`config.mk`:
```
export PLATFORM = sky130hd
export DESIGN_NAME = pwb_page_commit
export DESIGN_NICKNAME = d
export VERILOG_FILES = /design/src/rtl/pwb_pkg.sv /design/src/rtl/pwb_page_latch.sv /design/src/rtl/pwb_commit_timer.sv /design/src/rtl/pwb_page_commit.sv
export SDC_FILE = /design/constraint.sdc
export NUM_CORES = 1
export LEC_CHECK = 0
export ABC_AREA = 0
export CAP_MARGIN = 0
export CORE_MARGIN = 2
export CORE_UTILIZATION = 40
export CTS_BUF_LIST = sky130_fd_sc_hd__clkbuf_4 sky130_fd_sc_hd__clkbuf_8
export DETAILED_ROUTE_END_ITERATION = 10
export SETUP_SLACK_MARGIN = 0.2
export SLEW_MARGIN = 5
export SYNTH_ARGS = -nofsm -noshare
export SYNTH_HDL_FRONTEND = slang
export SYNTH_SLANG_ARGS = --single-unit
export TNS_END_PERCENT = 1
```
`constraint.sdc`:
```
create_clock -name clk -period 2.4 [get_ports clk]
set_clock_uncertainty 0.1 [all_clocks]
set_input_delay 0.36 -clock clk [delete_from_list [all_inputs] [get_ports clk]]
set_output_delay 0.36 -clock clk [all_outputs]
set_load 0.1 [all_outputs]
```
`src/rtl/pwb_pkg.sv`:
```
package pwb_pkg;

    typedef enum logic [1:0] {
        PW_IDLE   = 2'd0,
        PW_FILL   = 2'd1,
        PW_COMMIT = 2'd2
    } pw_state_e;

endpackage

```
`src/rtl/pwb_page_latch.sv`:
```
module pwb_page_latch #(
    parameter int PAGE_BYTES = 32,
    parameter int DATA_W     = 8,
    localparam int SLOT_W    = $clog2(PAGE_BYTES)
) (
    input  logic              clk,
    input  logic              rst_n,
    input  logic              clr,
    input  logic              wr_en,
    input  logic [SLOT_W-1:0] wr_slot,
    input  logic [DATA_W-1:0] wr_data,
    input  logic [SLOT_W-1:0] rd_slot,
    output logic [DATA_W-1:0] rd_data,
    output logic              rd_valid,
    output logic              any_valid
);

    typedef struct packed {
        logic [PAGE_BYTES-1:0][DATA_W-1:0] mem;
        logic [PAGE_BYTES-1:0]             mask;
    } latch_t;

    latch_t r_q, r_d;

    always_comb begin
        r_d = r_q;
        if (clr) begin
            r_d.mask = '0;
        end else if (wr_en) begin
            r_d.mem[wr_slot]  = wr_data;
            r_d.mask[wr_slot] = 1'b1;
        end
    end

    always_ff @(posedge clk or negedge rst_n) begin
        if (!rst_n) r_q <= '0;
        else        r_q <= r_d;
    end

    assign rd_data   = r_q.mem[rd_slot];
    assign rd_valid  = r_q.mask[rd_slot];
    assign any_valid = |r_q.mask;

    // a new session starts with an empty mask
    a_r8_mask_cleared: assert property (@(posedge clk) disable iff (!rst_n)
        clr |=> (r_q.mask == '0));

    // the slot just loaded is marked valid and holds the byte
    a_r3_slot_loaded: assert property (@(posedge clk) disable iff (!rst_n)
        (wr_en && !clr) |=> (r_q.mask[$past(wr_slot)] &&
                            r_q.mem[$past(wr_slot)] == $past(wr_data)));

endmodule

```
`src/rtl/pwb_commit_timer.sv`:
```
module pwb_commit_timer #(
    parameter int CYCLE_TICKS = 5000,
    parameter int PAGE_BYTES  = 32,
    localparam int SLOT_W     = $clog2(PAGE_BYTES),
    localparam int CNT_W      = $clog2(CYCLE_TICKS + 1)
) (
    input  logic              clk,
    input  logic              rst_n,
    input  logic              start,
    output logic              busy,
    output logic              last,
    output logic              slot_live,
    output logic [SLOT_W-1:0] slot
);

    localparam logic [CNT_W-1:0] LAST_TICK = CNT_W'(CYCLE_TICKS - 1);
    localparam logic [CNT_W-1:0] PAGE_CNT  = CNT_W'(PAGE_BYTES);

    typedef struct packed {
        logic             run;
        logic [CNT_W-1:0] cnt;
    } tmr_t;

    tmr_t t_q, t_d;

    always_comb begin
        t_d = t_q;
        if (t_q.run) begin
            if (t_q.cnt == LAST_TICK) begin
                t_d.run = 1'b0;
                t_d.cnt = '0;
            end else begin
                t_d.cnt = t_q.cnt + 1'b1;
            end
        end else if (start) begin
            t_d.run = 1'b1;
            t_d.cnt = '0;
        end
    end

    always_ff @(posedge clk or negedge rst_n) begin
        if (!rst_n) t_q <= '0;
        else        t_q <= t_d;
    end

    assign busy      = t_q.run;
    assign last      = t_q.run && (t_q.cnt == LAST_TICK);
    assign slot_live = t_q.run && (t_q.cnt < PAGE_CNT);
    assign slot      = t_q.cnt[SLOT_W-1:0];

    // the cycle ends right after its final tick
    a_r5_cycle_ends: assert property (@(posedge clk) disable iff (!rst_n)
        last |=> !busy);

    // the cycle only begins on a start request
    a_r5_no_spurious_run: assert property (@(posedge clk) disable iff (!rst_n)
        (!busy && !start) |=> !busy);

    // a running cycle cannot stop early
    a_r7_runs_to_end: assert property (@(posedge clk) disable iff (!rst_n)
        (busy && !last) |=> busy);

endmodule

```
`src/rtl/pwb_page_commit.sv`:
```
module pwb_page_commit
    import pwb_pkg::*;
#(
    parameter int ADDR_W      = 13,
    parameter int DATA_W      = 8,
    parameter int PAGE_BYTES  = 32,
    parameter int CYCLE_TICKS = 5000
) (
    input  logic              clk,
    input  logic              rst_n,
    input  logic              cmd_start,
    input  logic [ADDR_W-1:0] start_addr,
    input  logic              byte_vld,
    input  logic [DATA_W-1:0] byte_data,
    input  logic              stop,
    input  logic              rstart,
    input  logic              wp,
    output logic              arr_we,
    output logic [ADDR_W-1:0] arr_addr,
    output logic [DATA_W-1:0] arr_wdata,
    output logic              busy
);

    localparam int SLOT_W = $clog2(PAGE_BYTES);
    localparam int HI_W   = ADDR_W - SLOT_W;

    typedef struct packed {
        pw_state_e         st;
        logic [HI_W-1:0]   hi;
        logic [SLOT_W-1:0] ptr;
    } ctl_t;

    ctl_t c_q, c_d;

    logic              lat_clr, lat_wr, lat_any, lat_rd_valid;
    logic [DATA_W-1:0] lat_rd_data;
    logic              tmr_start, tmr_busy, tmr_last, tmr_live;
    logic [SLOT_W-1:0] tmr_slot;

    always_comb begin
        c_d       = c_q;
        lat_clr   = 1'b0;
        lat_wr    = 1'b0;
        tmr_start = 1'b0;
        unique case (c_q.st)
            PW_IDLE: begin
                if (cmd_start) begin
                    c_d.st  = PW_FILL;
                    c_d.hi  = start_addr[ADDR_W-1:SLOT_W];
                    c_d.ptr = start_addr[SLOT_W-1:0];
                    lat_clr = 1'b1;
                end
            end
            PW_FILL: begin
                if (rstart) begin
                    c_d.st = PW_IDLE;
                end else if (cmd_start) begin
                    c_d.hi  = start_addr[ADDR_W-1:SLOT_W];
                    c_d.ptr = start_addr[SLOT_W-1:0];
                    lat_clr = 1'b1;
                end else if (stop) begin
                    if (!wp && lat_any) begin
                        c_d.st    = PW_COMMIT;
                        tmr_start = 1'b1;
                    end else begin
                        c_d.st = PW_IDLE;
                    end
                end else if (byte_vld) begin
                    lat_wr  = 1'b1;
                    c_d.ptr = c_q.ptr + 1'b1;
                end
            end
            PW_COMMIT: begin
                if (tmr_last) c_d.st = PW_IDLE;
            end
            default: c_d.st = PW_IDLE;
        endcase
    end

    always_ff @(posedge clk or negedge rst_n) begin
        if (!rst_n) c_q <= '{st: PW_IDLE, hi: '0, ptr: '0};
        else        c_q <= c_d;
    end

    pwb_page_latch #(
        .PAGE_BYTES (PAGE_BYTES),
        .DATA_W     (DATA_W)
    ) u_latch (
        .clk       (clk),
        .rst_n     (rst_n),
        .clr       (lat_clr),
        .wr_en     (lat_wr),
        .wr_slot   (c_q.ptr),
        .wr_data   (byte_data),
        .rd_slot   (tmr_slot),
        .rd_data   (lat_rd_data),
        .rd_valid  (lat_rd_valid),
        .any_valid (lat_any)
    );

    pwb_commit_timer #(
        .CYCLE_TICKS (CYCLE_TICKS),
        .PAGE_BYTES  (PAGE_BYTES)
    ) u_timer (
        .clk       (clk),
        .rst_n     (rst_n),
        .start     (tmr_start),
        .busy      (tmr_busy),
        .last      (tmr_last),
        .slot_live (tmr_live),
        .slot      (tmr_slot)
    );

    assign busy      = tmr_busy;
    assign arr_we    = tmr_live && lat_rd_valid;
    assign arr_addr  = {c_q.hi, tmr_slot};
    assign arr_wdata = lat_rd_data;

    // array strobes only inside a commit cycle
    a_r4_we_only_busy: assert property (@(posedge clk) disable iff (!rst_n)
        arr_we |-> busy);

    // a cycle begins only after an unprotected STOP
    a_r6_rise_needs_stop: assert property (@(posedge clk) disable iff (!rst_n)
        $rose(busy) |-> $past(stop && !wp));

    // protected STOP in a session never starts a cycle
    a_r6_wp_blocks: assert property (@(posedge clk) disable iff (!rst_n)
        (c_q.st == PW_FILL && !rstart && !cmd_start && stop && wp) |=> !busy);

    // page number held for the whole cycle
    a_r2_page_fixed: assert property (@(posedge clk) disable iff (!rst_n)
        (busy && $past(busy)) |-> $stable(arr_addr[ADDR_W-1:SLOT_W]));

    // repeated START closes the session with no cycle
    a_r9_discard: assert property (@(posedge clk) disable iff (!rst_n)
        (c_q.st == PW_FILL && rstart) |=> (!busy && c_q.st == PW_IDLE));

endmodule

```
==> results of run 1 <==
## flip-flops by register name (all words and copies together), names as in the netlist
name and count:
u_latch.r_q 288, arr_addr 8, u_timer.t_q 8, c_q 7, u_timer.slot 5, u_timer.busy 1
## metrics by stage
stage                     power [uW]  setup WS, ps
after floorplan                10200          -534
after global placement         12300          -340
after detailed placement       12400          -366
after CTS                      17600          -974
after global routing           18400         -1020
final                          17600          -955
## layout by cell type (no fill, tap or decap), types with 8 or more instances in the layout
cell                              netlist  routed
sky130_fd_sc_hd__dfrtp_1              317     313
sky130_fd_sc_hd__nand2_1              116     116
sky130_fd_sc_hd__nand3_1                8       8
sky130_fd_sc_hd__mux2i_1               10      10
sky130_fd_sc_hd__a31oi_1               14      12
sky130_fd_sc_hd__a21oi_1               15      15
sky130_fd_sc_hd__mux2_2               264     264
sky130_fd_sc_hd__clkbuf_8               0      62
sky130_fd_sc_hd__o21ai_0               14      11
sky130_fd_sc_hd__nor2b_1               14      13
sky130_fd_sc_hd__mux4_2                72      73
sky130_fd_sc_hd__buf_4                 14      87
sky130_fd_sc_hd__clkbuf_4               0      24
sky130_fd_sc_hd__clkdlybuf4s50_1        0      26
sky130_fd_sc_hd__nor2_1                15      10
sky130_fd_sc_hd__buf_12                 0      57
## routing by layer
layer  share of wire  track usage
met4           0.015       0.0513
met3           0.051       0.0401
met1            0.45        0.277
met2            0.48        0.322
met5               0            0
## critical path: cells and delay by family (launching register included)
family	cells	cell delay, ps
AOI/OAI and AO/OA	1	40
buffers and inverters	3	550
and+or+nand+nor	1	110
muxes	2	980
DFF	1	560
## worst min-delay path by stage
stage | depth (start not counted) | start | endpoint
3_5_place_dp | 1 | rst_n | arr_addr[11]
5_1_grt | 2 | rst_n | arr_addr[11]
4_1_cts | 2 | rst_n | arr_addr[11]
3_3_place_gp | 1 | rst_n | arr_addr[11]
6_report | 2 | rst_n | arr_addr[11]
2_1_floorplan | 0 | rst_n | arr_addr[10]
## kinds of logic after synthesis
group	after synthesis	share of synthesized area
compound gates	69	0.0300
buf+inv	92	0.0339
flops	317	0.537
mux	352	0.328
fa+ha+maj	5	0.00424
simple gates	207	0.0664
## repair_timing
| action | in CTS | in global routing |
|---|---|---|
| hold endpoints to repair | 295 | 0 |
| cloned | 0 | 3 |
| endpoints found under the setup margin | 23 | 30 |
| pin swaps | 4 | 5 |
| setup buffers | 0 | 1 |
| hold buffers | 1 | 0 |
| gates resized for setup | 21 | 18 |
## power by group through the flow
stage | Clock, uW | Combinational, uW | Sequential (uW)
2_1_floorplan | 0 | 4080 | 6130
3_3_place_gp | 0 | 6130 | 6200
3_5_place_dp | 0 | 6180 | 6210
4_1_cts | 5130 | 6310 | 6130
5_1_grt | 5400 | 6790 | 6230
6_report | 4970 | 6450 | 6160
## final cells by class
cell class,count,area [um2]
Antenna cell,1,2.50
Sequential cell,317,7950
Inverter,7,26.3
Fill cell,3101,18100
Multi-Input combinational cell,633,6570
Tap cell,468,586
Clock inverter,9,70.1
Clock buffer,86,1030
Timing Repair Buffer,176,2170
==> metrics.log, run 1 <==
[metrics] run status: complete, but fails checks
[metrics] violated checks: negative setup slack
[metrics] CTS buffer count: 56
[metrics] share of Yosys cell area claimed by the top area cell type: 0.537
[metrics] total placed cells including tap cells: 1596
[metrics] critical path cell sequence: clkbuf_16 -> mux4_2 -> mux4_2 -> nor2_1 -> buf_4 -> a211oi_4 -> buf_12
[metrics] setup slack of the critical path after layout: -955 ps
[metrics] switching share of total power: 0.354
[metrics] number of I/O port buffers: 50
[metrics] endpoint class of the critical path: primary output
[metrics] worst endpoint data arrival time: 2900 ps
[metrics] Total Nets Final: 1224
[metrics] Logic pwr share: 0.367
[metrics] final estimated routing congestion in global placement: 0.797
[metrics] I/O pin total: 51
[metrics] post-detailed-route via-to-cell ratio: 5.48
[metrics] horizontal die dimension: 196 um
[metrics] post-route fraction of the period consumed by the critical path: 1.40
[metrics] global-route wire length before repair: 57900 um
[metrics] Mapped Cells: 1042
[metrics] kind of launch point of the worst setup path: flip-flop
[metrics] maximum vdd drop: 0.484 mV
[metrics] standard-cell row count: 70
[metrics] worst hold slack after final layout: 135 ps
[metrics] final setup vio count: 9
[metrics] clock network fraction of design power: 0.283
[metrics] flip-flop and latch count after synthesis: 317
[metrics] Root Buffer Master: sky130_fd_sc_hd__clkbuf_8
[metrics] commonest cells in the netlist: sky130_fd_sc_hd__dfrtp_1 (317), sky130_fd_sc_hd__mux2_2 (264), sky130_fd_sc_hd__nand2_1 (116), sky130_fd_sc_hd__mux4_2 (72), sky130_fd_sc_hd__clkbuf_1 (42)
[metrics] antenna violations before repair: 2
[metrics] instance area at placement: 17000 um2
[metrics] floorplan core area: 36500 um2
[metrics] synthesized netlist net count: 1075
[metrics] Max-cap violations: 0
[metrics] clock buffer depth: 3
[metrics] initial drt markers: 466
[metrics] worst endpoint required time: 1940 ps
[metrics] Routed WL per cell: 21.7 um
[metrics] die height: 196 um
[metrics] final period demand of the worst path: 3360 ps
[metrics] most frequent CP cell: sky130_fd_sc_hd__mux4_2
[metrics] post-detail-place hpwl: 23800 um
[metrics] average cell area after synthesis: 14.2 um2
[metrics] total via count after detailed routing: 9307
[metrics] floorplan die area: 38500 um2
[metrics] sum of routed wire length over all layers: 36900 um
[metrics] Clock Pin Slew Worst Setup and Hold Paths: 60 ps
[metrics] router iterations before antenna repair: 4
[metrics] internal reg-to-reg setup slack: 180 ps
[metrics] summed negative setup slack over all endpoints: -8100 ps
[metrics] sequential-to-total area share from yosys stat: 0.537
[metrics] end of the critical path: arr_wdata[5]
[metrics] path depth of the worst reg2reg path: 7
[metrics] Final Hold Viols: 0
[metrics] top fanout value on the critical path: 10
[metrics] clock tree from TritonCTS: done
[metrics] final instance count without filler cells: 1697
[metrics] number of clock sinks: 317
[metrics] initial core utilization: 0.404
[metrics] CP max-delay cell: sky130_fd_sc_hd__dfrtp_4
[metrics] Int Power: 11400 uW
[metrics] Crit Reg-Reg Endpoint: c_q[14]
[metrics] Hold WC Path Type: in -> async
[metrics] number of max-slew violations in the final report: 0
[metrics] share of the core filled with cells in the final layout: 0.504
[metrics] startpoint of the most critical register-to-register path: u_timer.slot[3]
[metrics] leading register cell type out of synthesis: sky130_fd_sc_hd__dfrtp_1
[metrics] number of enable-type register cells in the synthesized netlist: 0
[metrics] global routing usage summed across all routing layers: 0.199
[metrics] Max-slew headroom: 0.703
[metrics] synthesis-to-finish area growth: 24.5%
[metrics] number of global-route vias before repair: 9733
[metrics] transition time at the pin with the least slew margin: 444 ps
[metrics] most common cell in the netlist: sky130_fd_sc_hd__dfrtp_1
[metrics] Yosys warning count: 0
[metrics] power density cells: 956 nW/um2
[metrics] Critical Setup Path Class: reg -> out
[metrics] Critical Path Start: u_timer.slot[0]
[metrics] largest net degree at the start of global routing: 53
[metrics] GRT Residual Overflow: 0
[metrics] share of async-settable or async-resettable flops after synthesis: 1.00
[metrics] Slowest Stage Delay on Critical Path: 560 ps
[metrics] dominant cells by area after synthesis: sky130_fd_sc_hd__dfrtp_1 (54%), sky130_fd_sc_hd__mux2_2 (20%), sky130_fd_sc_hd__mux4_2 (11%), sky130_fd_sc_hd__nand2_1 (2.9%), sky130_fd_sc_hd__mux4_1 (1.1%)
[metrics] largest area contributor in the netlist: sky130_fd_sc_hd__dfrtp_1
[metrics] DRC violation count after routing: 0
[metrics] layout cell share with drive strength beyond 1: 0.505
[metrics] net load switching power: 6220 uW
[metrics] leakage: 0.00893 uW
[metrics] final cell area excluding filler cells: 18400 um2
[metrics] remaining antenna violation count after routing: 0
[metrics] synthesized area: 14800 um2
[metrics] number of H-tree levels: 2
[metrics] RSZ-0062 raised after global routing: yes
[metrics] source-to-sink clock delay at the later pin of the worst-skew pair: 650 ps
[metrics] fmax: 0.298 GHz
[metrics] register share of total power: 0.351
[metrics] number of different library cells in the post-synthesis netlist: 46
Note: power is estimated with default switching activity, not from simulation.
==> run 2: changes to the inputs <==
Settings changed: CTS_BUF_LIST sky130_fd_sc_hd__clkbuf_4 sky130_fd_sc_hd__clkbuf_8 to sky130_fd_sc_hd__clkbuf_2.
==> metrics.log, run 2 (synthesis gave the netlist of run 1 again) <==
[metrics] sum of routed wire length over all layers: 37300 um
[metrics] antenna violations before repair: 2
[metrics] number of H-tree levels: 3
[metrics] source-to-sink clock delay at the later pin of the worst-skew pair: 930 ps
[metrics] RSZ-0062 raised after global routing: yes
[metrics] total placed cells including tap cells: 1596
[metrics] endpoint class of the critical path: primary output
[metrics] post-detailed-route via-to-cell ratio: 5.40
[metrics] transition time at the pin with the least slew margin: 456 ps
[metrics] remaining antenna violation count after routing: 0
[metrics] worst endpoint data arrival time: 3190 ps
[metrics] synthesis-to-finish area growth: 23.6%
[metrics] Slowest Stage Delay on Critical Path: 570 ps
[metrics] Routed WL per cell: 21.2 um
[metrics] DRC violation count after routing: 0
[metrics] commonest non-fill, non-tap cell in the layout: sky130_fd_sc_hd__dfrtp_1
[metrics] Max-cap violations: 0
[metrics] Clock Pin Slew Worst Setup and Hold Paths: 90 ps
[metrics] die height: 196 um
[metrics] global-route wire length before repair: 58300 um
[metrics] Critical Setup Path Class: reg -> out
[metrics] critical path cell sequence: buf_12 -> mux4_2 -> mux4_2 -> nor2_2 -> buf_6 -> a211oi_4 -> buf_12
[metrics] startpoint of the most critical register-to-register path: u_timer.slot[3]
[metrics] violated checks: negative setup slack
[metrics] worst hold slack after final layout: 239 ps
[metrics] standard-cell row count: 70
[metrics] final instance count without filler cells: 1763
[metrics] largest net degree at the start of global routing: 53
[metrics] Hold WC Path Type: in -> reg
[metrics] worst endpoint required time: 1940 ps
[metrics] Most flops, register: u_latch.r_q
[metrics] layout cell share with drive strength beyond 1: 0.516
[metrics] post-placement worst setup slack: -366 ps
[metrics] kind of launch point of the worst setup path: flip-flop
[metrics] power density cells: 897 nW/um2
[metrics] post-detail-place hpwl: 23800 um
[metrics] global routing usage summed across all routing layers: 0.202
[metrics] Max-slew headroom: 0.695
[metrics] Critical Path Stages: 7
[metrics] floorplan core area: 36500 um2
[metrics] share of the core filled with cells in the final layout: 0.500
[metrics] horizontal die dimension: 196 um
[metrics] fmax: 0.274 GHz
[metrics] Total Nets Final: 1271
[metrics] post-route fraction of the period consumed by the critical path: 1.52
[metrics] clock buffer depth: 3
[metrics] final setup vio count: 9
[metrics] number of max-slew violations in the final report: 0
[metrics] CTS buffer count: 86
[metrics] cell family with most CP delay: multiplexers
[metrics] Root Buffer Master: sky130_fd_sc_hd__clkbuf_2
[metrics] top fanout value on the critical path: 8
[metrics] Final Hold Viols: 0
[metrics] leakage: 0.00900 uW
[metrics] router iterations before antenna repair: 5
[metrics] CP max-delay cell: sky130_fd_sc_hd__dfrtp_4
[metrics] Fill cells: 3170
[metrics] Critical Path Start: u_timer.slot[0]
[metrics] setup slack of the critical path after layout: -1250 ps
[metrics] run status: complete, but fails checks
[metrics] clock tree from TritonCTS: done
[metrics] final period demand of the worst path: 3650 ps
[metrics] end of the critical path: arr_wdata[0]
[metrics] path depth of the worst reg2reg path: 7
[metrics] Crit Reg-Reg Endpoint: c_q[14]
[metrics] most used cells in the layout excluding fill and tap cells: sky130_fd_sc_hd__dfrtp_1 (313), sky130_fd_sc_hd__mux2_2 (264), sky130_fd_sc_hd__clkbuf_2 (131), sky130_fd_sc_hd__nand2_1 (115), sky130_fd_sc_hd__buf_4 (81)
[metrics] number of global-route vias before repair: 10.0k
[metrics] internal reg-to-reg setup slack: 250 ps
[metrics] initial drt markers: 487
[metrics] floorplan die area: 38500 um2
[metrics] I/O pin total: 51
[metrics] number of I/O port buffers: 50
[metrics] number of clock sinks: 317
[metrics] buffers plus inverters on the worst setup path: 3
[metrics] maximum vdd drop: 0.493 mV
[metrics] final estimated routing congestion in global placement: 0.797
[metrics] total via count after detailed routing: 9522
[metrics] initial core utilization: 0.404
[metrics] GRT Residual Overflow: 0
[metrics] flip-flop count of the largest register, all copies and words added: 288
-- run 2: cell count changes in the layout (fill, tap and decap cells not counted), sizes merged --
cell	previous run	this run
clkbuf	89	134
dlygate4sd3	1	17
clkinv	7	9
buf	146	147
clkinvlp	1	2
inv	8	9
-- run 2: worst register-to-register path, delay by kind of cell, from the launching register on --
family                 cells  cell delay [ps]
flip-flops                 1              420
AND/OR/NAND/NOR            3              910
buffers and inverters      3              510
AO/OA/AOI/OAI              1               90
-- run 2: power breakdown --
group | switching (uW) | internal, uW
clock network | 2210 | 1430
registers | 371 | 5790
logic | 3660 | 2920
total | 6240 | 10100
-- run 2: how the worst min path moves through the flow --
stage | start | to | slack [ps] | cells past startpoint
after floorplan | rst_n | arr_addr[10] | -40 | 0
after global placement | rst_n | arr_addr[11] | 210 | 1
after detailed placement | rst_n | arr_addr[11] | 200 | 1
after CTS | wp | c_q[14] | 120 | 5
after global routing | wp | c_q[14] | 160 | 5
final | wp | c_q[14] | 240 | 5
-- run 2: layer usage --
| metal | share of wire | up-vias | track usage |
|---|---|---|---|
| met5 | 0 | - | 0 |
| met2 | 0.49 | 212 | 0.326 |
| li1 | - | 4259 | - |
| met3 | 0.046 | 52 | 0.0406 |
| met1 | 0.45 | 4999 | 0.273 |
| met4 | 0.020 | 0 | 0.0679 |
-- run 2: what timing repair did --
item	4_1_cts	5_1_grt
setup buffers	0	1
resized for setup	27	30
pin swaps	4	6
hold buffers	18	0
setup endpoints to repair	29	50
endpoints found under the hold margin	331	0
gates cloned	0	3
-- run 2: layout make-up --
class / instances / area, um2 / area share
Multi-Input combinational cell: 633 / 6590 / 0.361
Timing Repair Buffer: 193 / 2390 / 0.131
Tap cell: 468 / 586 / 0.0321
Clock inverter: 13 / 62.6 / 0.00343
Sequential cell: 317 / 7950 / 0.435
Inverter: 7 / 26.3 / 0.00144
Antenna cell: 1 / 2.50 / 0.000137
Clock buffer: 131 / 656 / 0.0359
-- run 2: through the flow --
| step | setup TNS (ps) | total power (uW) | area, um2 |
|---|---|---|---|
| 2_1_floorplan | -3130 | 10200 | 14900 |
| 3_3_place_gp | -3940 | 12300 | 17000 |
| 3_5_place_dp | -4370 | 12400 | 17000 |
| 4_1_cts | -11600 | 16300 | 18100 |
| 5_1_grt | -12570 | 17300 | 18300 |
| 6_report | -10890 | 16400 | 18300 |
